===== config.mk =====
export PLATFORM = sky130hd
export DESIGN_NAME = byte_sliced_adder
export DESIGN_NICKNAME = d
export VERILOG_FILES = /design/src/rtl/bsa_pkg.sv /design/src/rtl/bsa_stage.sv /design/src/rtl/bsa_split.sv /design/src/rtl/bsa_fold.sv /design/src/rtl/byte_sliced_adder.sv
export SDC_FILE = /design/constraint.sdc
export NUM_CORES = 1
export LEC_CHECK = 0
export ABC_CLOCK_PERIOD_IN_PS = 7700
export BUFFER_PORTS_ARGS = -buffer_cell sky130_fd_sc_hd__buf_2
export CAP_MARGIN = 20
export CORE_AREA = 2 2 125 127
export CTS_BUF_LIST = sky130_fd_sc_hd__clkbuf_16
export CTS_CLUSTER_DIAMETER = 40
export DETAILED_ROUTE_END_ITERATION = 16
export DIE_AREA = 0 0 127 129
export GPL_TIMING_DRIVEN = 0
export HOLD_SLACK_MARGIN = 0.06
export PLACE_DENSITY_LB_ADDON = 0.25
export SYNTH_ARGS = -nofsm -noshare
export SYNTH_HDL_FRONTEND = slang
export SYNTH_SLANG_ARGS = --single-unit

===== constraint.sdc =====
create_clock -name clk -period 7.7 [get_ports clk]
set_clock_uncertainty 0.1 [all_clocks]
set_input_delay 0.385 -clock clk [delete_from_list [all_inputs] [get_ports clk]]
set_output_delay 0.385 -clock clk [all_outputs]
set_load 0.01 [all_outputs]

===== src/rtl/bsa_pkg.sv =====
package bsa_pkg;
    parameter int unsigned LANE_W = 8;
    parameter int unsigned LANES  = 4;
    localparam int unsigned WORD_W = LANE_W * LANES;
    localparam int unsigned PART_W = LANE_W + 1;
    localparam int unsigned TOK_W  = PART_W * LANES;

    // one lane: bit LANE_W is the lane carry, the rest the lane sum
    typedef logic [PART_W-1:0] lane_t;

    typedef struct packed {
        lane_t [LANES-1:0] lane;
    } token_t;

    function automatic lane_t lane_add(input logic [LANE_W-1:0] x,
                                       input logic [LANE_W-1:0] y);
        return {1'b0, x} + {1'b0, y};
    endfunction

    // add the settled carry from below; merge any new carry with the lane's own
    function automatic lane_t lane_fold(input lane_t cur, input logic cin);
        lane_t t;
        t = {1'b0, cur[LANE_W-1:0]} + {{LANE_W{1'b0}}, cin};
        return {cur[LANE_W] | t[LANE_W], t[LANE_W-1:0]};
    endfunction
endpackage


===== src/rtl/bsa_stage.sv =====
module bsa_stage #(
    parameter int unsigned W = 8
) (
    input  logic         clk,
    input  logic         rst,
    input  logic         up_valid,
    output logic         up_ready,
    input  logic [W-1:0] up_data,
    output logic         dn_valid,
    input  logic         dn_ready,
    output logic [W-1:0] dn_data
);
    logic         valid_q;
    logic [W-1:0] data_q;

    // room when empty or when the held token leaves this cycle
    assign up_ready = !valid_q || dn_ready;
    assign dn_valid = valid_q;
    assign dn_data  = data_q;

    always_ff @(posedge clk) begin
        if (rst) begin
            valid_q <= 1'b0;
        end else if (up_ready) begin
            valid_q <= up_valid;
        end
    end

    always_ff @(posedge clk) begin
        if (up_ready && up_valid) begin
            data_q <= up_data;
        end
    end


    stage_hold_chk: assert property (@(posedge clk) disable iff (rst)
        (dn_valid && !dn_ready) |=> (dn_valid && $stable(dn_data)));
endmodule


===== src/rtl/bsa_split.sv =====
module bsa_split
    import bsa_pkg::*;
(
    input  logic [WORD_W-1:0] a,
    input  logic [WORD_W-1:0] b,
    output logic [TOK_W-1:0]  tok
);
    token_t t;

    generate
        for (genvar k = 0; k < LANES; k++) begin : g_lane
            assign t.lane[k] = lane_add(a[k*LANE_W +: LANE_W], b[k*LANE_W +: LANE_W]);
        end
    endgenerate

    assign tok = t;
endmodule


===== src/rtl/bsa_fold.sv =====
module bsa_fold
    import bsa_pkg::*;
#(
    parameter int unsigned IDX = 1
) (
    input  logic [TOK_W-1:0] tok_in,
    output logic [TOK_W-1:0] tok_out
);
    token_t ti, to;

    always_comb begin
        ti = tok_in;
        to = ti;
        // the lane below was settled in an earlier stage
        to.lane[IDX] = lane_fold(ti.lane[IDX], ti.lane[IDX-1][LANE_W]);
    end

    assign tok_out = to;
endmodule


===== src/rtl/byte_sliced_adder.sv =====
module byte_sliced_adder
    import bsa_pkg::*;
(
    input  logic              clk,
    input  logic              rst,
    input  logic              in_valid,
    output logic              in_ready,
    input  logic [WORD_W-1:0] in_a,
    input  logic [WORD_W-1:0] in_b,
    output logic              out_valid,
    input  logic              out_ready,
    output logic [WORD_W-1:0] out_sum,
    output logic              out_carry
);
    logic [TOK_W-1:0] tok_d [LANES];
    logic [TOK_W-1:0] tok_q [LANES];
    logic             vld   [LANES];
    logic             rdy   [LANES];
    logic             rdy_dn[LANES];

    bsa_split u_split (.a(in_a), .b(in_b), .tok(tok_d[0]));

    generate
        for (genvar s = 1; s < LANES; s++) begin : g_fold
            bsa_fold #(.IDX(s)) u_fold (.tok_in(tok_q[s-1]), .tok_out(tok_d[s]));
        end

        for (genvar s = 0; s < LANES; s++) begin : g_stage
            if (s == LANES - 1) begin : g_last
                assign rdy_dn[s] = out_ready;
            end else begin : g_mid
                assign rdy_dn[s] = rdy[s+1];
            end

            if (s == 0) begin : g_first
                bsa_stage #(.W(TOK_W)) u_stage (
                    .clk(clk), .rst(rst),
                    .up_valid(in_valid), .up_ready(rdy[s]), .up_data(tok_d[s]),
                    .dn_valid(vld[s]), .dn_ready(rdy_dn[s]), .dn_data(tok_q[s]));
            end else begin : g_rest
                bsa_stage #(.W(TOK_W)) u_stage (
                    .clk(clk), .rst(rst),
                    .up_valid(vld[s-1]), .up_ready(rdy[s]), .up_data(tok_d[s]),
                    .dn_valid(vld[s]), .dn_ready(rdy_dn[s]), .dn_data(tok_q[s]));
            end
        end
    endgenerate

    token_t fin;
    assign fin = tok_q[LANES-1];

    generate
        for (genvar k = 0; k < LANES; k++) begin : g_out
            assign out_sum[k*LANE_W +: LANE_W] = fin.lane[k][LANE_W-1:0];
        end
    endgenerate

    assign out_carry = fin.lane[LANES-1][LANE_W];
    assign out_valid = vld[LANES-1];
    assign in_ready  = rdy[0];


    out_hold_chk: assert property (@(posedge clk) disable iff (rst)
        (out_valid && !out_ready) |=> (out_valid && $stable(out_sum) && $stable(out_carry)));


    flow_ready_chk: assert property (@(posedge clk) disable iff (rst)
        out_ready |-> in_ready);


    full_only_chk: assert property (@(posedge clk) disable iff (rst)
        !in_ready |-> out_valid);


    reset_empty_chk: assert property (@(posedge clk) disable iff (rst)
        $past(rst) |-> (!out_valid && in_ready));
endmodule


==> impl_metrics.toml, run 1 <==
[clock_tree]
clockBufferDepth = 2
ctsHtreeMaxLevel = 4
cts_tree = "built"
cts_sinks = 142
numCtsBuffers = 17
cts_hold_buf = 0
clk_latency_ns = 0.41
clkTransAtPathRegs_ns = 0.05
cts-resized-gates = 0
clockRootBuffer = "clkbuf_16"
cts_setup_buffers = 0

[routing]
top_layer = "met4"
routed_wl_mm = 8.98
met3_length_microns = 339
met2_length_mm = 5.02
wl_per_cell_microns = 13.1
m1WireLength_mm = 3.35
drc_errors = 0
vias_per_cell = 4.70
ant_nets = 0
vias = 3220
drt_iter0_drc = 143
first_pass_iters = 4

[timing]
fin_ws_ns = 5.36
worstMarginPinSlew_ns = 0.693
slew_headroom = 0.537
period_minus_slack_ns = 2.34
max_freq_mhz = 428
slew_violations = 0
hold_ws_ns = 0.0830
hold_viol_final = 0
rsz0062_at_grt = "no"
fin_tns_setup_ns = 0
fin_crit_sh = 0.304
setup_violations = 0

[synthesis]
yosysUniqueCellTypes = 36
ys_warn_count = 0
async_reset_ff_frac = 0
synth-edff-count = 138
syn_avg_cell_area_sq_um = 16.4
syn-num-nets = 469
synthFlopType = "edfxtp_1"
ys_seq_elements = 142
synth.cell_area_sq_um = 5890
ys_seq_area_frac = 0.717
syn-instance-count = 359

[grt]
first_global_vias = 3284
grt-ovfl-total = 0
grt_start_max_net_pins = 20
grt_first_pass_wirelength_mm = 14.7
grtUsageTotal = 0.119
antenna_found_initial = 0

[layout]
drive_above_1_share = 0.294
antenna_cells = 0
final_nets = 594
syn2layout_area_growth_pct = 25.4
post-route-util = 0.493
final_area_sq_um = 7390
fillCellCount = 1311

[die]
rows = 45
io_pins = 103
initial_core_util = 0.393
coreArea_sq_um = 15000
fp.dieW_microns = 127
dieArea_sq_um = 16400
die_height_microns = 129

[run]
maxCapViolCount = 0

[worst_setup_path]
endpoint_kind = "primary output"
required_ns = 7.21
path_class = "reg2out"
worstPathMaxFanout = 5
worstPathArrival_ns = 1.85
critPathLaunchType = "flip-flop"

[power_and_ir_drop]
p_clk_frac = 0.433
p_comb_frac = 0.078
p_leak_nw = 2.89
p_switching_w = 0.000377
netSwitchingFraction = 0.199
power.density_nw_per_um2 = 256
p_int_w = 0.00152
ir_drop_mv = 0.157
p_seq_frac = 0.488

[placement]
numPortBuffers = 102
place_area_sq_um = 6780
dp_hpwl_mm = 6.93
post-place-ws_ns = 5.30
gp_congestion = 0.807

[worst_hold_path]
hp-class = "in2reg"

[run_status]
status = "finished, final reports clean"
registers in the layout, indices dropped and copies added (netlist names):
signal,flops
g_stage.g_rest.u_stage.dn_valid,3
g_stage.g_first.u_stage.dn_data,36
g_stage.g_first.u_stage.dn_valid,1
g_stage.g_rest.u_stage.dn_data,102
final cells by class:
type	instances	area [sq um]	area share
Clock buffer	17	425	0.0576
Sequential cell	142	4220	0.572
Clock inverter	15	178	0.0241
Multi-Input combinational cell	199	1640	0.222
Tap cell	188	235	0.0318
Inverter	18	67.6	0.00915
Timing Repair Buffer	106	621	0.0840
metrics by stage:
stage               std cells  power (W)
finish                    685    0.00189
global route              685    0.00197
CTS                       685    0.00192
detailed placement        653    0.00109
global placement          649    0.00108
floorplan                 359    0.00104
power groups by stage:
stage | registers (W) | clock network, W | logic, W
global placement | 0.000940 | 0 | 0.000140
floorplan | 0.000938 | 0 | 0.0000976
global route | 0.000929 | 0.000874 | 0.000169
detailed placement | 0.000940 | 0 | 0.000151
finish | 0.000924 | 0.000821 | 0.000148
CTS | 0.000924 | 0.000844 | 0.000152
cells in the mapped netlist, types with 2 or more instances:
cell type	instances	area share
and2b_1	2	0.0025
and3_1	4	0.0042
dfxtp_1	4	0.014
o41a_1	2	0.0038
o21a_1	4	0.0051
ha_1	38	0.081
inv_1	18	0.011
nand2_1	12	0.0076
nand4_1	2	0.0021
nor2_1	18	0.011
and4_1	2	0.0030
fa_1	4	0.014
nand2b_1	2	0.0021
edfxtp_1	138	0.70
o21ai_1	2	0.0017
nand3_1	7	0.0059
nor3_1	2	0.0017
a31o_2	3	0.0045
and3b_1	2	0.0030
a21oi_2	2	0.0030
xnor2_1	27	0.040
o21ai_0	10	0.0085
a21o_1	6	0.0076
xor2_1	15	0.022
o211ai_1	2	0.0025
nor2b_1	7	0.0074
a21oi_1	15	0.013
layer usage:
layer,vias up,GRT usage
li1,1597,-
met1,1539,0.110
met2,66,0.225
met3,18,0.0370
met4,0,0.0730
met5,-,0
final timing paths:
check | cells after the start | slack, ns | startpoint | end
min reg2reg | 0 | 0.32 | g_stage[0].g_first.u_stage.dn_data[29] | g_stage[1].g_rest.u_stage.dn_data[29]
max | 4 | 5.36 | g_stage[3].g_rest.u_stage.dn_valid | in_ready
min | 2 | 0.08 | rst | g_stage[0].g_first.u_stage.dn_valid
max reg2reg | 4 | 5.67 | g_stage[3].g_rest.u_stage.dn_valid | g_stage[0].g_first.u_stage.dn_data[17]
critical path, stage by stage, from the launching register on:
cell and delay, ns:
dfxtp_1 0.33, nor2b_1 0.46, and3_1 0.40, nand2_1 0.11
buf_2 0.15
cells by family after synthesis:
logic type | count (synthesis) | share of synthesized area
buffers and inverters | 18 | 0.0115
adder cells (fa/ha/maj) | 42 | 0.0943
XOR/XNOR | 42 | 0.0624
AO/OA/AOI/OAI | 51 | 0.0576
flip-flops | 142 | 0.717
AND/OR/NAND/NOR | 64 | 0.0571
layout by cell type (no fill, tap or decap), types with 3 or more instances in the layout:
cell,n
buf_2,102
a21o_1,6
edfxtp_1,138
nor2b_1,5
nor2b_4,3
o21a_1,4
dfxtp_1,4
bufinv_16,4
a31o_2,3
clkinv_1,3
inv_1,20
clkinv_2,3
clkbuf_16,17
nand3_1,7
o21ai_0,10
fa_1,4
nand2_1,12
xor2_1,15
and3_1,4
ha_1,38
a21oi_1,14
buf_16,4
xnor2_1,27
nor2_1,18
No activity file was read; power rests on OpenSTA's default activity.
==> run 2, diff against run 1 <==
- ABC_AREA: default -> 1
- ABC_CLOCK_PERIOD_IN_PS: 7700 -> 2200
- CORE_AREA: 2 2 125 127 -> 2 2 128 130
- DIE_AREA: 0 0 127 129 -> 0 0 130 132
- clock period: 7.7 -> 2.2 ns (I/O delays scaled with it)
==> impl_metrics.toml, run 2 <==
[run_status]
status = "finished, final reports clean"

[run]
maxCapViolCount = 0

[power_and_ir_drop]
netSwitchingFraction = 0.202
p_switching_w = 0.00138
power.density_nw_per_um2 = 851
p_int_w = 0.00544
p_leak_nw = 3.46
ir_drop_mv = 0.553
p_clk_frac = 0.440
p_seq_frac = 0.471
p_comb_frac = 0.089

[worst_setup_path]
crit_chain = "dlygate4sd3_1 -> buf_2 -> ha_1 -> dlygate4sd3_1 -> a21oi_1 -> dlygate4sd3_1 -> nand2_1"
r2r_cells = 6
path_delay_family = "buffers and inverters"
crit_path_top_delay_cell = "dlygate4sd3_1"
endpoint_kind = "flip-flop"
critPathLaunchType = "input pin"
path_class = "in2reg"
r2r_setup_slack_ns = 0.31
required_ns = 2.26
critPathBufInv = 4
worstPathArrival_ns = 2.21
cp_slowest_stage_delay_ns = 0.56
r2r_start = "g_stage[3].g_rest.u_stage.dn_valid"
regToRegEndpoint = "g_stage[1].g_rest.u_stage.dn_data[22]"
startpoint = "in_b[31]"
worst_path_most_repeated_cell = "dlygate4sd3_1"
worstPathMaxFanout = 1

[timing]
rsz0062_at_grt = "no"
hold_ws_ns = 0.0597
period_minus_slack_ns = 2.15
slew_headroom = 0.504
slew_violations = 0
fin_crit_sh = 0.975
setup_violations = 0
hold_viol_final = 0
max_freq_mhz = 466
worstMarginPinSlew_ns = 0.743

[grt]
grt_start_max_net_pins = 22
grt_first_pass_wirelength_mm = 16.4
grt-ovfl-total = 0
antenna_found_initial = 0
first_global_vias = 3805
grtUsageTotal = 0.123

[die]
dieArea_sq_um = 17200
die_height_microns = 132
coreArea_sq_um = 15700
initial_core_util = 0.393
fp.dieW_microns = 130
rows = 46
io_pins = 103

[synthesis]
ys_seq_elements = 142
ys_warn_count = 0
syn-instance-count = 477
async_reset_ff_frac = 0
syn-num-nets = 587
synth_top_area_share = 0.670
synth-edff-count = 138
ys_seq_area_frac = 0.683
synth.cell_area_sq_um = 6180
yosysMostFrequentCell = "edfxtp_1"
synth_area_leaders = "edfxtp_1, ha_1, nand2_1"
synthFlopType = "edfxtp_1"
synthTopCellsByCount = "edfxtp_1, nand2_1, inv_1, ha_1, nand3_1"
synth_top_area_cell = "edfxtp_1"
yosysUniqueCellTypes = 19
syn_avg_cell_area_sq_um = 13.0

[clock_tree]
numCtsBuffers = 17
cts_tree = "built"
clkTransAtPathRegs_ns = 0.05
cts_sinks = 142
clockRootBuffer = "clkbuf_16"
ctsHtreeMaxLevel = 4
clockBufferDepth = 2
cts_setup_buffers = 0
clk_latency_ns = 0.41

[placement]
dp_hpwl_mm = 7.08
gp_congestion = 0.815
numPortBuffers = 102

[routing]
drt_iter0_drc = 146
top_layer = "met4"
routed_wl_mm = 9.59
ant_nets = 0
first_pass_iters = 4
vias = 3755
vias_per_cell = 4.37
drc_errors = 0
m1WireLength_mm = 3.74
met3_length_microns = 351
met2_length_mm = 5.26
wl_per_cell_microns = 11.2

[layout]
syn2layout_area_growth_pct = 29.7
post-route-util = 0.510
final_common_cell = "edfxtp_1"
drive_above_1_share = 0.228
largest_reg_flops = 102
layout_common_cells = "edfxtp_1, nand2_1, buf_2, inv_1, ha_1"
antenna_cells = 0
final_nets = 741

[worst_hold_path]
holdPathEnd = "g_stage[0].g_first.u_stage.dn_data[26]"
worstHoldStart = "in_b[22]"
hold_path_depth = 4
hp-class = "in2reg"
## run 2: changes by cell type in the layout (fill, tap and decap cells not counted), sizes merged, moves of 3 or more
| cell | previous run | this run |
|---|---|---|
| nand2 | 12 | 118 |
| inv | 21 | 66 |
| dlygate4sd3 | 0 | 29 |
| nand3 | 7 | 27 |
| xnor2 | 27 | 13 |
| o21ai | 13 | 0 |
| nor2b | 8 | 0 |
| or2 | 0 | 8 |
| nand3b | 0 | 7 |
| a21o | 6 | 0 |
| and3 | 4 | 0 |
| o21a | 4 | 0 |
| nand2b | 3 | 0 |
## run 2: per-stage QoR
| step | std cells | power, W | setup TNS (ns) | worst slack, ns | instance area, sq um |
|---|---|---|---|---|---|
| final | 860 | 0.00682 | 0 | 0.0545 | 8020 |
| after global routing | 860 | 0.00712 | 0 | 0.0248 | 8020 |
| after CTS | 861 | 0.00690 | 0 | 0.109 | 8030 |
| after detailed placement | 799 | 0.00383 | 0 | 0.280 | 7100 |
| after global placement | 795 | 0.00379 | -14.26 | -0.385 | 6970 |
| after floorplan | 477 | 0.00364 | 0 | 0.126 | 6190 |
## run 2: logic make-up after synthesis
family                   Yosys count  synth area share
AND/OR/NAND/NOR                  180             0.130
flip-flops                       142             0.683
buffers and inverters             65            0.0395
adder cells (fa/ha/maj)           42            0.0899
XOR/XNOR                          27            0.0383
AO/OA/AOI/OAI                     21            0.0190
## run 2: worst min-delay path, cell delays in order
cell     delay (ns)
buf_2          0.08
ha_1           0.15
a21oi_1        0.07
nand2_1        0.06
## run 2: area by class of cell
cell class | instances | area, sq um
timing repair buffer | 135 | 911
sequential | 142 | 4220
inverter | 65 | 244
multi-input combinational | 270 | 1740
clock buffer | 17 | 425
clock inverter | 15 | 203
fill | 1359 | 7700
tap | 216 | 270
## run 2: how the worst max path moves through the flow
stage,to,slack [ns],cells past startpoint
after floorplan,g_stage[0].g_first.u_stage.dn_data[0],0.13,3
after global routing,g_stage[0].g_first.u_stage.dn_data[17],0.02,7
after detailed placement,g_stage[1].g_rest.u_stage.dn_data[25],0.28,6
after global placement,g_stage[0].g_first.u_stage.dn_data[25],-0.38,1
final,g_stage[0].g_first.u_stage.dn_data[35],0.05,7
after CTS,g_stage[0].g_first.u_stage.dn_data[35],0.11,7
## run 2: per-layer routing
metal / global-route usage / vias to the layer above
met4: 0.0645 / 0
met3: 0.0365 / 15
met2: 0.227 / 77
met1: 0.122 / 1725
met5: 0 / -
li1: - / 1938
## run 2: timing repair
action,in CTS,in global routing
endpoints found under the hold margin,19,0
hold buffers,30,0
gates resized for setup,0,0
setup endpoints to repair,0,1
## run 2: power by group through the flow
stage	registers [W]	clock network, W	logic (W)
global route	0.00323	0.00319	0.000700
detailed placement	0.00327	0	0.000562
finish	0.00321	0.00300	0.000606
floorplan	0.00326	0	0.000374
CTS	0.00321	0.00307	0.000614
global placement	0.00327	0	0.000522
==> run 3, diff against run 2 <==
- ABC_AREA: 1 -> 0
- ABC_CLOCK_PERIOD_IN_PS: 2200 -> 1850
- CORE_AREA: 2 2 128 130 -> 2 2 125 127
- DIE_AREA: 0 0 130 132 -> 0 0 127 129
- clock period: 2.2 -> 1.85 ns (I/O delays scaled with it)
==> impl_metrics.toml, run 3 (synthesized netlist as in run 1, its figures left out) <==
[run_status]
status = "finished, final reports clean"

[timing]
period_minus_slack_ns = 1.81
hold_viol_final = 0
worstMarginPinSlew_ns = 0.947
hold_ws_ns = 0.0703
max_freq_mhz = 554
fin_crit_sh = 0.976
rsz0062_at_grt = "yes"
slew_headroom = 0.367
setup_violations = 0
slew_violations = 0

[routing]
wl_per_cell_microns = 13.1
drc_errors = 0
vias_per_cell = 4.67
drt_iter0_drc = 163
routed_wl_mm = 9.53
ant_nets = 0
first_pass_iters = 4
vias = 3395

[die]
io_pins = 103
fp.dieW_microns = 127
rows = 45
coreArea_sq_um = 15000
dieArea_sq_um = 16400
initial_core_util = 0.393
die_height_microns = 129

[clock_tree]
cts_sinks = 142
numCtsBuffers = 17
clockRootBuffer = "clkbuf_16"
clockBufferDepth = 2
ctsHtreeMaxLevel = 4
clk_latency_ns = 0.42
cts_tree = "built"
clkTransAtPathRegs_ns = 0.06

[placement]
place_area_sq_um = 6710
numPortBuffers = 102
dp_hpwl_mm = 6.39
gp_congestion = 0.841

[worst_setup_path]
endpoint_kind = "flip-flop"
path_class = "in2reg"
worstPathArrival_ns = 1.87
worstPathMaxFanout = 4
critPathLaunchType = "input pin"
required_ns = 1.92

[power_and_ir_drop]
p_leak_nw = 3.09
power_w = 0.00828
ir_drop_mv = 0.662
power.density_nw_per_um2 = 1050

[grt]
antenna_found_initial = 3
grt_first_pass_wirelength_mm = 15.5
grtUsageTotal = 0.126
grt-ovfl-total = 0
grt_start_max_net_pins = 35
first_global_vias = 3526

[layout]
final_nets = 635
final_common_cell = "edfxtp_1"
layout_common_cells = "edfxtp_1, buf_2, ha_1, dlygate4sd3_1, xnor2_1"
fillCellCount = 1252
drive_above_1_share = 0.286
largest_reg_flops = 102
syn2layout_area_growth_pct = 33.4
final_area_sq_um = 7860

[worst_hold_path]
hp-class = "in2reg"

[run]
maxCapViolCount = 0
==> run 3: changes by cell type in the layout (fill, tap and decap cells not counted), moves of 5 or more <==
cell	delta
nand2_1	-106
a21o_1	+6
or2_1	-8
inv_1	-47
dlygate4sd3_1	+8
xnor2_1	+14
nand3b_1	-7
nand3_1	-17
o21ai_0	+10
nor2b_4	+5
==> run 3: path summary, 6_finish.rpt <==
check / cells after the start / slack (ns) / end / from
worst max-delay path: 7 / 0.04 / g_stage[0].g_first.u_stage.dn_data[35] / in_b[26]
worst min-delay path: 3 / 0.07 / g_stage[0].g_first.u_stage.dn_data[21] / in_b[19]
worst max register to register: 4 / 0.08 / g_stage[2].g_rest.u_stage.dn_data[14] / g_stage[3].g_rest.u_stage.dn_valid
worst min register to register: 0 / 0.31 / g_stage[1].g_rest.u_stage.dn_data[4] / g_stage[0].g_first.u_stage.dn_data[4]
==> run 3: what timing repair did <==
item                       CTS  global route
buffers inserted             1             4
resized for setup            1             4
pin swaps                    2             4
hold endpoints to repair    30             0
setup endpoints to repair   88            39
gates cloned                 1             0
hold buffers                37             0
==> run 3: metrics by stage <==
step / util / worst slack, ns / setup TNS (ns) / cells
6_report: 0.525 / 0.0441 / 0 / 727
5_1_grt: 0.525 / -0.0218 / -0.143 / 727
4_1_cts: 0.519 / -0.0494 / -1.47 / 721
3_5_place_dp: 0.448 / -0.193 / -4.84 / 650
3_3_place_gp: 0.446 / -0.221 / -11.09 / 649
2_1_floorplan: - / 0.0166 / 0 / 359
==> run 3: area by class of cell <==
cell class                 count  area (sq um)  share of cell area
sequential                   142          4230               0.538
multi-input combinational    200          1680               0.214
timing repair buffer         146           998               0.127
clock buffer                  17           425              0.0541
tap                          188           235              0.0299
clock inverter                15           225              0.0287
inverter                      18          67.6             0.00860
antenna                        1          2.50            0.000318
==> run 3: metal layers <==
metal	up-vias	global-route usage	wire, microns
li1	1686	-	-
met1	1597	0.110	3380
met2	82	0.240	5350
met3	26	0.0524	477
met4	4	0.0711	299
met5	-	0	18
==> run 3: power breakdown <==
group	internal, W	total [W]	switching [W]
clock	0.00250	0.00372	0.00123
combinational	0.000378	0.000712	0.000333
sequential	0.00378	0.00385	0.0000618
==> run 3: critical path: stages <==
cell and delay [ns]:
dlygate4sd3_1 0.54, buf_2 0.12, ha_1 0.32, a21o_1 0.22
a21oi_4 0.16, o21ai_1 0.10, o41a_1 0.31
